`src/rtl/chr_map_pkg.sv`:
```
package chr_map_pkg;

  localparam logic [15:0] WIN_FIRST = 16'hB000;
  localparam logic [15:0] WIN_LAST  = 16'hE00C;
  localparam logic [7:0]  CODE_LOCK   = 8'h88;
  localparam logic [7:0]  CODE_UNLOCK = 8'hC8;

  // merge a nibble into one half of a byte
  function automatic logic [7:0] merge_nib(input logic [7:0] old_b,
                                           input logic [3:0] nib,
                                           input logic upper);
    return upper ? {nib, old_b[3:0]} : {old_b[7:4], nib};
  endfunction

  // slot index: pair from bits 13:12 (B->0 .. E->3), odd from bit 3 or bit 11
  function automatic logic [2:0] slot_of(input logic [15:0] a);
    logic [1:0] pair;
    pair = a[13:12] + 2'd1;
    return {pair, a[11] | a[3]};
  endfunction

  // low-byte codes that divert a window to on-board RAM
  function automatic logic is_ram_code(input logic [7:0] lo);
    return lo[7:1] == 7'b0000010;
  endfunction

endpackage

```
`src/rtl/chr_wr_decode.sv`:
```
module chr_wr_decode
  import chr_map_pkg::*;
#(
  parameter int ADDR_W = 16,
  parameter int SLOT_W = 3
) (
  input  logic              we,
  input  logic [ADDR_W-1:0] addr,
  output logic              hit,
  output logic [SLOT_W-1:0] slot,
  output logic              upper
);
  logic in_win;
  logic [15:0] a16;

  always_comb begin
    a16    = 16'(addr);
    in_win = (a16 >= WIN_FIRST) && (a16 <= WIN_LAST);
    hit    = we && in_win;
    slot   = SLOT_W'(slot_of(a16));
    upper  = a16[2];
  end
endmodule

```
`src/rtl/chr_bank_file.sv`:
```
module chr_bank_file
  import chr_map_pkg::*;
#(
  parameter int SLOTS  = 8,
  parameter int DATA_W = 8,
  parameter int HI_W   = 1,
  localparam int SLOT_W = $clog2(SLOTS)
) (
  input  logic                        clk,
  input  logic                        rst_n,
  input  logic                        hit,
  input  logic [SLOT_W-1:0]           slot,
  input  logic                        upper,
  input  logic [DATA_W-1:0]           wdata,
  output logic [SLOTS-1:0][7:0]       lo_q,
  output logic [SLOTS-1:0][HI_W-1:0]  hi_q,
  output logic                        slot0_wr,
  output logic [7:0]                  slot0_new
);
  logic [SLOTS-1:0] slot_we;

  for (genvar i = 0; i < SLOTS; i++) begin : g_slot
    logic [7:0] lo_d;

    always_comb begin
      slot_we[i] = hit && (slot == SLOT_W'(i));
      lo_d       = merge_nib(lo_q[i], wdata[3:0], upper);
    end

    always_ff @(posedge clk or negedge rst_n) begin
      if (!rst_n) begin
        lo_q[i] <= '0;
        hi_q[i] <= '0;
      end else if (slot_we[i]) begin
        lo_q[i] <= lo_d;
        if (upper) hi_q[i] <= wdata[4 +: HI_W];
      end
    end

    // without an accepted write the slot holds
    a_r1_slot_holds: assert property (@(posedge clk) disable iff (!rst_n)
      !hit |=> ($stable(lo_q[i]) && $stable(hi_q[i])));
    // low-half write keeps upper nibble and high bits
    a_r3_low_write_keeps_rest: assert property (@(posedge clk) disable iff (!rst_n)
      (slot_we[i] && !upper) |=> ($stable(lo_q[i][7:4]) && $stable(hi_q[i])));
    // upper-half write keeps lower nibble
    a_r4_high_write_keeps_low: assert property (@(posedge clk) disable iff (!rst_n)
      (slot_we[i] && upper) |=> $stable(lo_q[i][3:0]));
  end

  always_comb begin
    slot0_wr  = slot_we[0];
    slot0_new = merge_nib(lo_q[0], wdata[3:0], upper);
  end
endmodule

```
`src/rtl/chr_lock_ctl.sv`:
```
module chr_lock_ctl
  import chr_map_pkg::*;
(
  input  logic       clk,
  input  logic       rst_n,
  input  logic       slot0_wr,
  input  logic [7:0] slot0_new,
  output logic       lock
);
  logic lock_on_evt, lock_off_evt;

  always_comb begin
    lock_on_evt  = slot0_wr && (slot0_new == CODE_LOCK);
    lock_off_evt = slot0_wr && (slot0_new == CODE_UNLOCK);
  end

  always_ff @(posedge clk or negedge rst_n) begin
    if (!rst_n)            lock <= 1'b0;
    else if (lock_on_evt)  lock <= 1'b1;
    else if (lock_off_evt) lock <= 1'b0;
  end

  // flag follows the magic codes and moves only on slot 0 writes
  a_r6_lock_sets: assert property (@(posedge clk) disable iff (!rst_n)
    lock_on_evt |=> lock);
  a_r6_lock_clears: assert property (@(posedge clk) disable iff (!rst_n)
    lock_off_evt |=> !lock);
  a_r6_lock_idle: assert property (@(posedge clk) disable iff (!rst_n)
    !slot0_wr |=> $stable(lock));
endmodule

```
`src/rtl/chr_window_sel.sv`:
```
module chr_window_sel
  import chr_map_pkg::*;
#(
  parameter int SLOTS = 8,
  parameter int HI_W  = 1,
  localparam int SLOT_W = $clog2(SLOTS),
  localparam int BANK_W = 8 + HI_W
) (
  input  logic [SLOT_W-1:0]          win,
  input  logic [SLOTS-1:0][7:0]      lo_q,
  input  logic [SLOTS-1:0][HI_W-1:0] hi_q,
  input  logic                       lock,
  output logic [BANK_W-1:0]          bank,
  output logic                       ram_sel,
  output logic                       ram_page
);
  logic [7:0]      sel_lo;
  logic [HI_W-1:0] sel_hi;

  always_comb begin
    sel_lo   = lo_q[win];
    sel_hi   = hi_q[win];
    bank     = {sel_hi, sel_lo};
    ram_sel  = !lock && is_ram_code(sel_lo);
    ram_page = bank[0];
  end
endmodule

```
`src/rtl/chr_nibble_mapper.sv`:
```
module chr_nibble_mapper #(
  parameter int ADDR_W = 16,
  parameter int DATA_W = 8,
  parameter int HI_W   = 1,
  parameter int SLOTS  = 8,
  localparam int SLOT_W = $clog2(SLOTS),
  localparam int BANK_W = 8 + HI_W
) (
  input  logic              clk,
  input  logic              rst_n,
  input  logic              cpu_we,
  input  logic [ADDR_W-1:0] cpu_addr,
  input  logic [DATA_W-1:0] cpu_wdata,
  input  logic [SLOT_W-1:0] ppu_a,
  output logic [BANK_W-1:0] rom_bank,
  output logic              ram_sel,
  output logic              ram_page
);
  logic                       wr_hit, wr_upper, slot0_wr, lock;
  logic [SLOT_W-1:0]          wr_slot;
  logic [7:0]                 slot0_new;
  logic [SLOTS-1:0][7:0]      lo_q;
  logic [SLOTS-1:0][HI_W-1:0] hi_q;

  chr_wr_decode #(.ADDR_W(ADDR_W), .SLOT_W(SLOT_W)) u_dec (
    .we(cpu_we), .addr(cpu_addr), .hit(wr_hit), .slot(wr_slot), .upper(wr_upper));

  chr_bank_file #(.SLOTS(SLOTS), .DATA_W(DATA_W), .HI_W(HI_W)) u_banks (
    .clk(clk), .rst_n(rst_n), .hit(wr_hit), .slot(wr_slot), .upper(wr_upper),
    .wdata(cpu_wdata), .lo_q(lo_q), .hi_q(hi_q),
    .slot0_wr(slot0_wr), .slot0_new(slot0_new));

  chr_lock_ctl u_lock (
    .clk(clk), .rst_n(rst_n), .slot0_wr(slot0_wr), .slot0_new(slot0_new), .lock(lock));

  chr_window_sel #(.SLOTS(SLOTS), .HI_W(HI_W)) u_sel (
    .win(ppu_a), .lo_q(lo_q), .hi_q(hi_q), .lock(lock),
    .bank(rom_bank), .ram_sel(ram_sel), .ram_page(ram_page));

  // a set lock flag never lets a window reach the RAM
  a_r7_lock_blocks_ram: assert property (@(posedge clk) disable iff (!rst_n)
    lock |-> !ram_sel);
  // a cycle without strobe cannot move the lock flag
  a_r1_no_strobe_lock_stable: assert property (@(posedge clk) disable iff (!rst_n)
    !cpu_we |=> $stable(lock));
endmodule

```
`config.mk`:
```
export PLATFORM = sky130hd
export DESIGN_NAME = chr_nibble_mapper
export DESIGN_NICKNAME = d
export VERILOG_FILES = /design/src/rtl/chr_map_pkg.sv /design/src/rtl/chr_wr_decode.sv /design/src/rtl/chr_bank_file.sv /design/src/rtl/chr_lock_ctl.sv /design/src/rtl/chr_window_sel.sv /design/src/rtl/chr_nibble_mapper.sv
export SDC_FILE = /design/constraint.sdc
export NUM_CORES = 1
export LEC_CHECK = 0
export ABC_CLOCK_PERIOD_IN_PS = 6100
export CAP_MARGIN = 40
export CORE_UTILIZATION = 35
export DETAILED_ROUTE_END_ITERATION = 8
export SETUP_SLACK_MARGIN = 0.02
export SYNTH_ARGS = -nofsm -noshare
export SYNTH_HDL_FRONTEND = slang
export SYNTH_SLANG_ARGS = --single-unit
export TNS_END_PERCENT = 10
```
`constraint.sdc`:
```
create_clock -name clk -period 6.1 [get_ports clk]
set_input_delay 1.22 -clock clk [delete_from_list [all_inputs] [get_ports clk]]
set_output_delay 1.22 -clock clk [all_outputs]
set_load 0.02 [all_outputs]
```
## After elaboration in Yosys (flattened, before gate mapping)

Index checks and enable logic that the tools add are counted.

- Bits in registers: 73
- Logic and storage cells: 78
- Input bits: 30

- Multiplexer cells: 7
- Reduce and logical (&&, ||, !) cells: 31
- Add/subtract/negate cells: 1
- Bitwise logic cells: 2
- Equal/unequal tests: 10
- Order comparisons: 3

Operators by type and width:

| cell | number |
|---|---|
| $reduce_and A2 Y1 | 15 |
| $bmux W8 S3 | 1 |
| $eq A8 B8 Y1 const B | 2 |
| $ge A16 B16 Y1 const B | 1 |
| $le A16 B16 Y1 const B | 1 |
| $mux W8 | 2 |
| $logic_and A1 B1 Y1 | 13 |
| $eq A3 B3 Y1 const B | 4 |
| $eq A7 B2 Y1 const B | 1 |
| $eq A3 B2 Y1 const B | 2 |
| $lt A3 B4 Y1 const B | 1 |
| $bmux W1 S3 | 1 |
| $eq A3 B1 Y1 const B | 1 |
| $logic_not A3 Y1 | 1 |
| $mux W1 | 3 |
| $add A2 B1 Y2 const B | 1 |
| $reduce_bool A2 Y1 | 1 |
| $logic_not A1 Y1 | 1 |
| $not A1 Y1 | 1 |
| $or A1 B1 Y1 | 1 |

## Depth between registers and ports, before layout

- Depth in word-level cells: 7
- Depth in mapped cells: 7
- Mapped depth without buffers: 6

## Modules after synthesis

A second synthesis with hierarchy kept.

- Cell total of the unflattened synthesis: 258
- Area, all modules: 3773.6 µm²

Modules (own cells, without submodules):

| module | cells an instance | seq. area each (µm²) | area each (µm²) | instances |
|---|---|---|---|---|
| chr_bank_file | 180 | 1801.7 | 2865.2 | 1 |
| chr_window_sel | 59 | 0.0 | 725.7 | 1 |
| chr_wr_decode | 14 | 0.0 | 110.1 | 1 |
| chr_lock_ctl | 5 | 25.0 | 72.6 | 1 |

## Worst setup path before layout

No wires, ideal clock.

- Kind: input port to output port
- Start point: in ppu_a[1]
- End point: out ram_sel
- Stages on the path: 4
- Arrival time: 3.295 ns
- Slack: 1.585 ns
- Cell sequence: buf_6 -> mux4_2 -> mux2_2 -> a2111oi_0

- Word-level cells in the longest chain between the ends: 4

RTL lines:

| element | line | source |
|---|---|---|
| start: declaration | chr_nibble_mapper.sv:14 | `input logic [SLOT_W-1:0] ppu_a,` |
| $bmux W8 S3 | chr_window_sel.sv:21 | `sel_lo = lo_q[win];` |
| $mux W8 (implied by the code) | chr_window_sel.sv:21 |  |
| via rom_bank[7] | chr_nibble_mapper.sv:15 | `output logic [BANK_W-1:0] rom_bank,` |
| $eq A7 B2 Y1 | chr_map_pkg.sv:24 | `return lo[7:1] == 7'b0000010;` |
| $logic_and A1 B1 Y1 | chr_window_sel.sv:24 | `ram_sel = !lock && is_ram_code(sel_lo);` |
| end: declaration | chr_nibble_mapper.sv:16 | `output logic ram_sel,` |

The timed path passes the listed nets, and every way through them passes these cells. The select of a mux whose other input is x is not followed.

## Final worst setup path

- Start point: in ppu_a[0]
- End point: out ram_sel

- Word-level cells in the longest chain between the ends: 4

RTL lines:

| element | line |
|---|---|
| $bmux W8 S3 | chr_window_sel.sv:21 |
| $mux W8 (implied by the code) | chr_window_sel.sv:21 |
| $eq A7 B2 Y1 | chr_map_pkg.sv:24 |
| $logic_and A1 B1 Y1 | chr_window_sel.sv:24 |

No other way between the ends. The select of a mux whose other input is x is not followed.

==> flow_metrics.tcl <==
set metrics [dict create \
    critical_path.startpoint_type "primary input" \
    insertedDiodeCount 0 \
    timing.final.hold_violations 0 \
    worstReg2RegEnd "u_lock.lock" \
    avgSynthCellArea_um2 14.6 \
    postSynthCellCount 275 \
    overall_die_width_um 109 \
    worst-slew-pin-transition_ps 764 \
    finalSetupViolations 0 \
    tritoncts "built" \
    worst_path_arrival_time_ps 4060 \
    worst_r2r_path_depth 4 \
    drive_gt1_share_pct 41.4 \
    number_of_enable_flip_flop_cells_after_synthesis 0 \
    dr_drc_count 0 \
    vdd_ir_drop_max_uv 128 \
    post_route_antenna_net_violation_count 0 \
    vias_in_the_first_global_route 2564 \
    ys.warnings.count 0 \
    hp-class "flip-flop to flip-flop" \
    power.leakage_nw 2.07 \
    syn_to_final_growth_pct 20.8 \
    detail_route.wirelength_mm 9.06 \
    start_util_pct 36.5 \
    fin_worst_skew_ps 3.16 \
    cts_setup_buffers 0 \
    preCtsSetupSlack_ps 878 \
    async_reset_ff_share_pct 100 \
    worst_setup_hold_path_clk_slew_ps 50 \
    post-route-min-period_ps 5280 \
    postLayoutSetupSlackWorst_ps 824 \
    cts-hold-fix-buffers 0 \
    cts_buffer_depth 2 \
    io_buffer_count 37 \
    routed_via_density 5.25 \
    critPathRequiredTime_ps 4880 \
    ff2ff_setup_slack_ps 4500 \
    final.period_utilization_pct 86.5 \
    ys_seq_elements 73 \
    dp_hpwl_mm 6.13 \
    grt-ovfl-total 0 \
    place_congestion 0.756 \
    numCtsBuffers 9 \
    num_vias 2412 \
    core.rowCount 38 \
    maxCapViolations 0 \
    chipHeight_um 109 \
    worst_hold_path.num_cells 1 \
    timing.slew.headroom_pct 49.0 \
    antenna_found_initial 0 \
    grt_start_max_net_pins 56 \
    insertion_delay_ps 330 \
    ctsHtreeMaxLevel 3 \
    fin_nets 346 \
    avgRoutedWirePerCell_um 19.7 \
    holdCritStartpoint "u_banks.lo_q[42]" \
    timing.setup.critical_path_class "primary input to output pin" \
    fp.dieArea_mm2 0.0119 \
    p_per_area_mw_per_mm2 288 \
    max_freq_ghz 0.190 \
    hold-path-endpoint "u_banks.lo_q[42]" \
    grt_pass1_wl_mm 14.7 \
    end_kind "output pin" \
    fp.coreArea_mm2 0.0110 \
    postCtsResizedCells 0 \
    yosys.cell_types.count 41 \
    syn-cell-area_mm2 0.00401 \
    root_buffer "sky130_fd_sc_hd__clkbuf_16" \
    n_fill_cell 1018 \
    number_of_sinks_handled_by_clock_tree_synthesis 73 \
    setup_repair_after_global_routing_missed_its_margin "false" \
    boundaryPins 41 \
    grtUsageTotal_pct 17.2 \
    critical_path.max_fanout 5 \
    synth_sequential_area_ratio_pct 45.5 \
    drt_first_iter_violations 100 \
    mappedNetlistNets 307 \
    synthFlopType "sky130_fd_sc_hd__dfrtp_1" \
    timing.final.max_slew_violations 0 \
    outcome "completed" \
    drt_pre_antenna_iters 4 \
    timing.setup.tns_ps 0 \
    reg2reg_from "u_banks.lo_q[5]" \
]
[synth_stat cells, types with 2 or more instances]
master / n / area [um2]
sky130_fd_sc_hd__nor2_1: 6 / 22.5
sky130_fd_sc_hd__buf_2: 2 / 10.0
sky130_fd_sc_hd__nor4b_4: 2 / 47.6
sky130_fd_sc_hd__nor2b_1: 3 / 18.8
sky130_fd_sc_hd__buf_4: 4 / 30.0
sky130_fd_sc_hd__inv_1: 5 / 18.8
sky130_fd_sc_hd__buf_6: 3 / 33.8
sky130_fd_sc_hd__mux4_2: 11 / 248
sky130_fd_sc_hd__nand2_1: 11 / 41.3
sky130_fd_sc_hd__a31o_2: 2 / 17.5
sky130_fd_sc_hd__a211oi_1: 3 / 22.5
sky130_fd_sc_hd__nor4_4: 15 / 319
sky130_fd_sc_hd__nand3_1: 2 / 10.0
sky130_fd_sc_hd__nand4_1: 3 / 18.8
sky130_fd_sc_hd__mux2_1: 6 / 67.6
sky130_fd_sc_hd__a31oi_1: 2 / 12.5
sky130_fd_sc_hd__dfrtp_1: 73 / 1830
sky130_fd_sc_hd__mux2i_1: 19 / 190
sky130_fd_sc_hd__clkbuf_1: 8 / 30.0
sky130_fd_sc_hd__a2111oi_0: 2 / 17.5
sky130_fd_sc_hd__mux2_2: 72 / 811
sky130_fd_sc_hd__ha_1: 2 / 25.0
[layout make-up]
type	instances	area [um2]	share of cell area, %
inverter	5	18.8	0.387
tap	140	175	3.61
timing repair buffer	45	453	9.34
sequential	73	1830	37.7
clock inverter	2	35.0	0.723
multi-input combinational	180	2060	42.6
clock buffer	14	274	5.65
[cells by family (layout without fill, tap and decap cells)]
logic type	count (synthesis)	count (layout)	share of synthesized area, %
buf+inv	22	66	3.05
fa+ha+maj	2	2	0.623
mux	109	109	33.4
simple gates	55	55	14.5
compound gates	14	14	2.96
flops	73	73	45.5
[layer usage]
metal / global-route usage, % / vias up / share of wire, %
li1: - / 1119 / -
met1: 24.2 / 1247 / 49
met2: 26.5 / 40 / 46
met3: 2.81 / 6 / 3.1
met4: 6.08 / 0 / 1.2
met5: 0 / - / 0
[stage by stage]
stage,cells,utilization (%),hold WS [ps],power [mW],cell area [um2]
floorplan,275,-,452,0.766,4010
CTS,459,44.1,489,1.41,4850
detailed placement,443,41.3,477,0.863,4540
global route,459,44.1,516,1.46,4850
finish,459,44.1,487,1.40,4850
global placement,441,40.9,467,0.850,4490
[flip-flops by register name, indices dropped and copies added, names as in the netlist]
signal,count
u_banks.lo_q,64
u_banks.hi_q,8
u_lock.lock,1
[where the power goes]
part | switching (mW) | internal (mW)
Sequential | 0.0373 | 0.557
Clock | 0.193 | 0.350
Combinational | 0.118 | 0.140
[how the worst max path moves through the flow]
stage / endpoint / from / slack [ps] / cells past startpoint
3_3_place_gp: ram_sel / ppu_a[1] / 890 / 7
6_report: ram_sel / ppu_a[0] / 820 / 6
5_1_grt: ram_sel / ppu_a[1] / 700 / 7
4_1_cts: ram_sel / ppu_a[1] / 840 / 7
3_5_place_dp: ram_sel / ppu_a[1] / 880 / 7
2_1_floorplan: ram_sel / ppu_a[1] / 1590 / 4
[critical path: stages]
cell	delay [ps]
sky130_fd_sc_hd__clkdlybuf4s50_1	630
sky130_fd_sc_hd__nand2b_1	250
sky130_fd_sc_hd__a2111oi_0	490
sky130_fd_sc_hd__a31oi_1	90
sky130_fd_sc_hd__a2111oi_0	650
sky130_fd_sc_hd__clkdlybuf4s50_1	730
[cell usage in the layout (no fill, tap or decap), drive strengths merged, types with 2 or more instances in the layout]
cell type / n
nand2: 11
buf: 10
nand3: 3
clkbuf: 14
mux2: 78
nor4: 17
a31oi: 2
a31o: 2
ha: 2
mux2i: 20
nor2: 7
nand4: 3
inv: 5
nor2b: 3
nor4b: 3
clkdlybuf4s50: 35
a211oi: 3
mux4: 11
dfrtp: 73
a2111oi: 2
(Power assumes the default switching activity.)
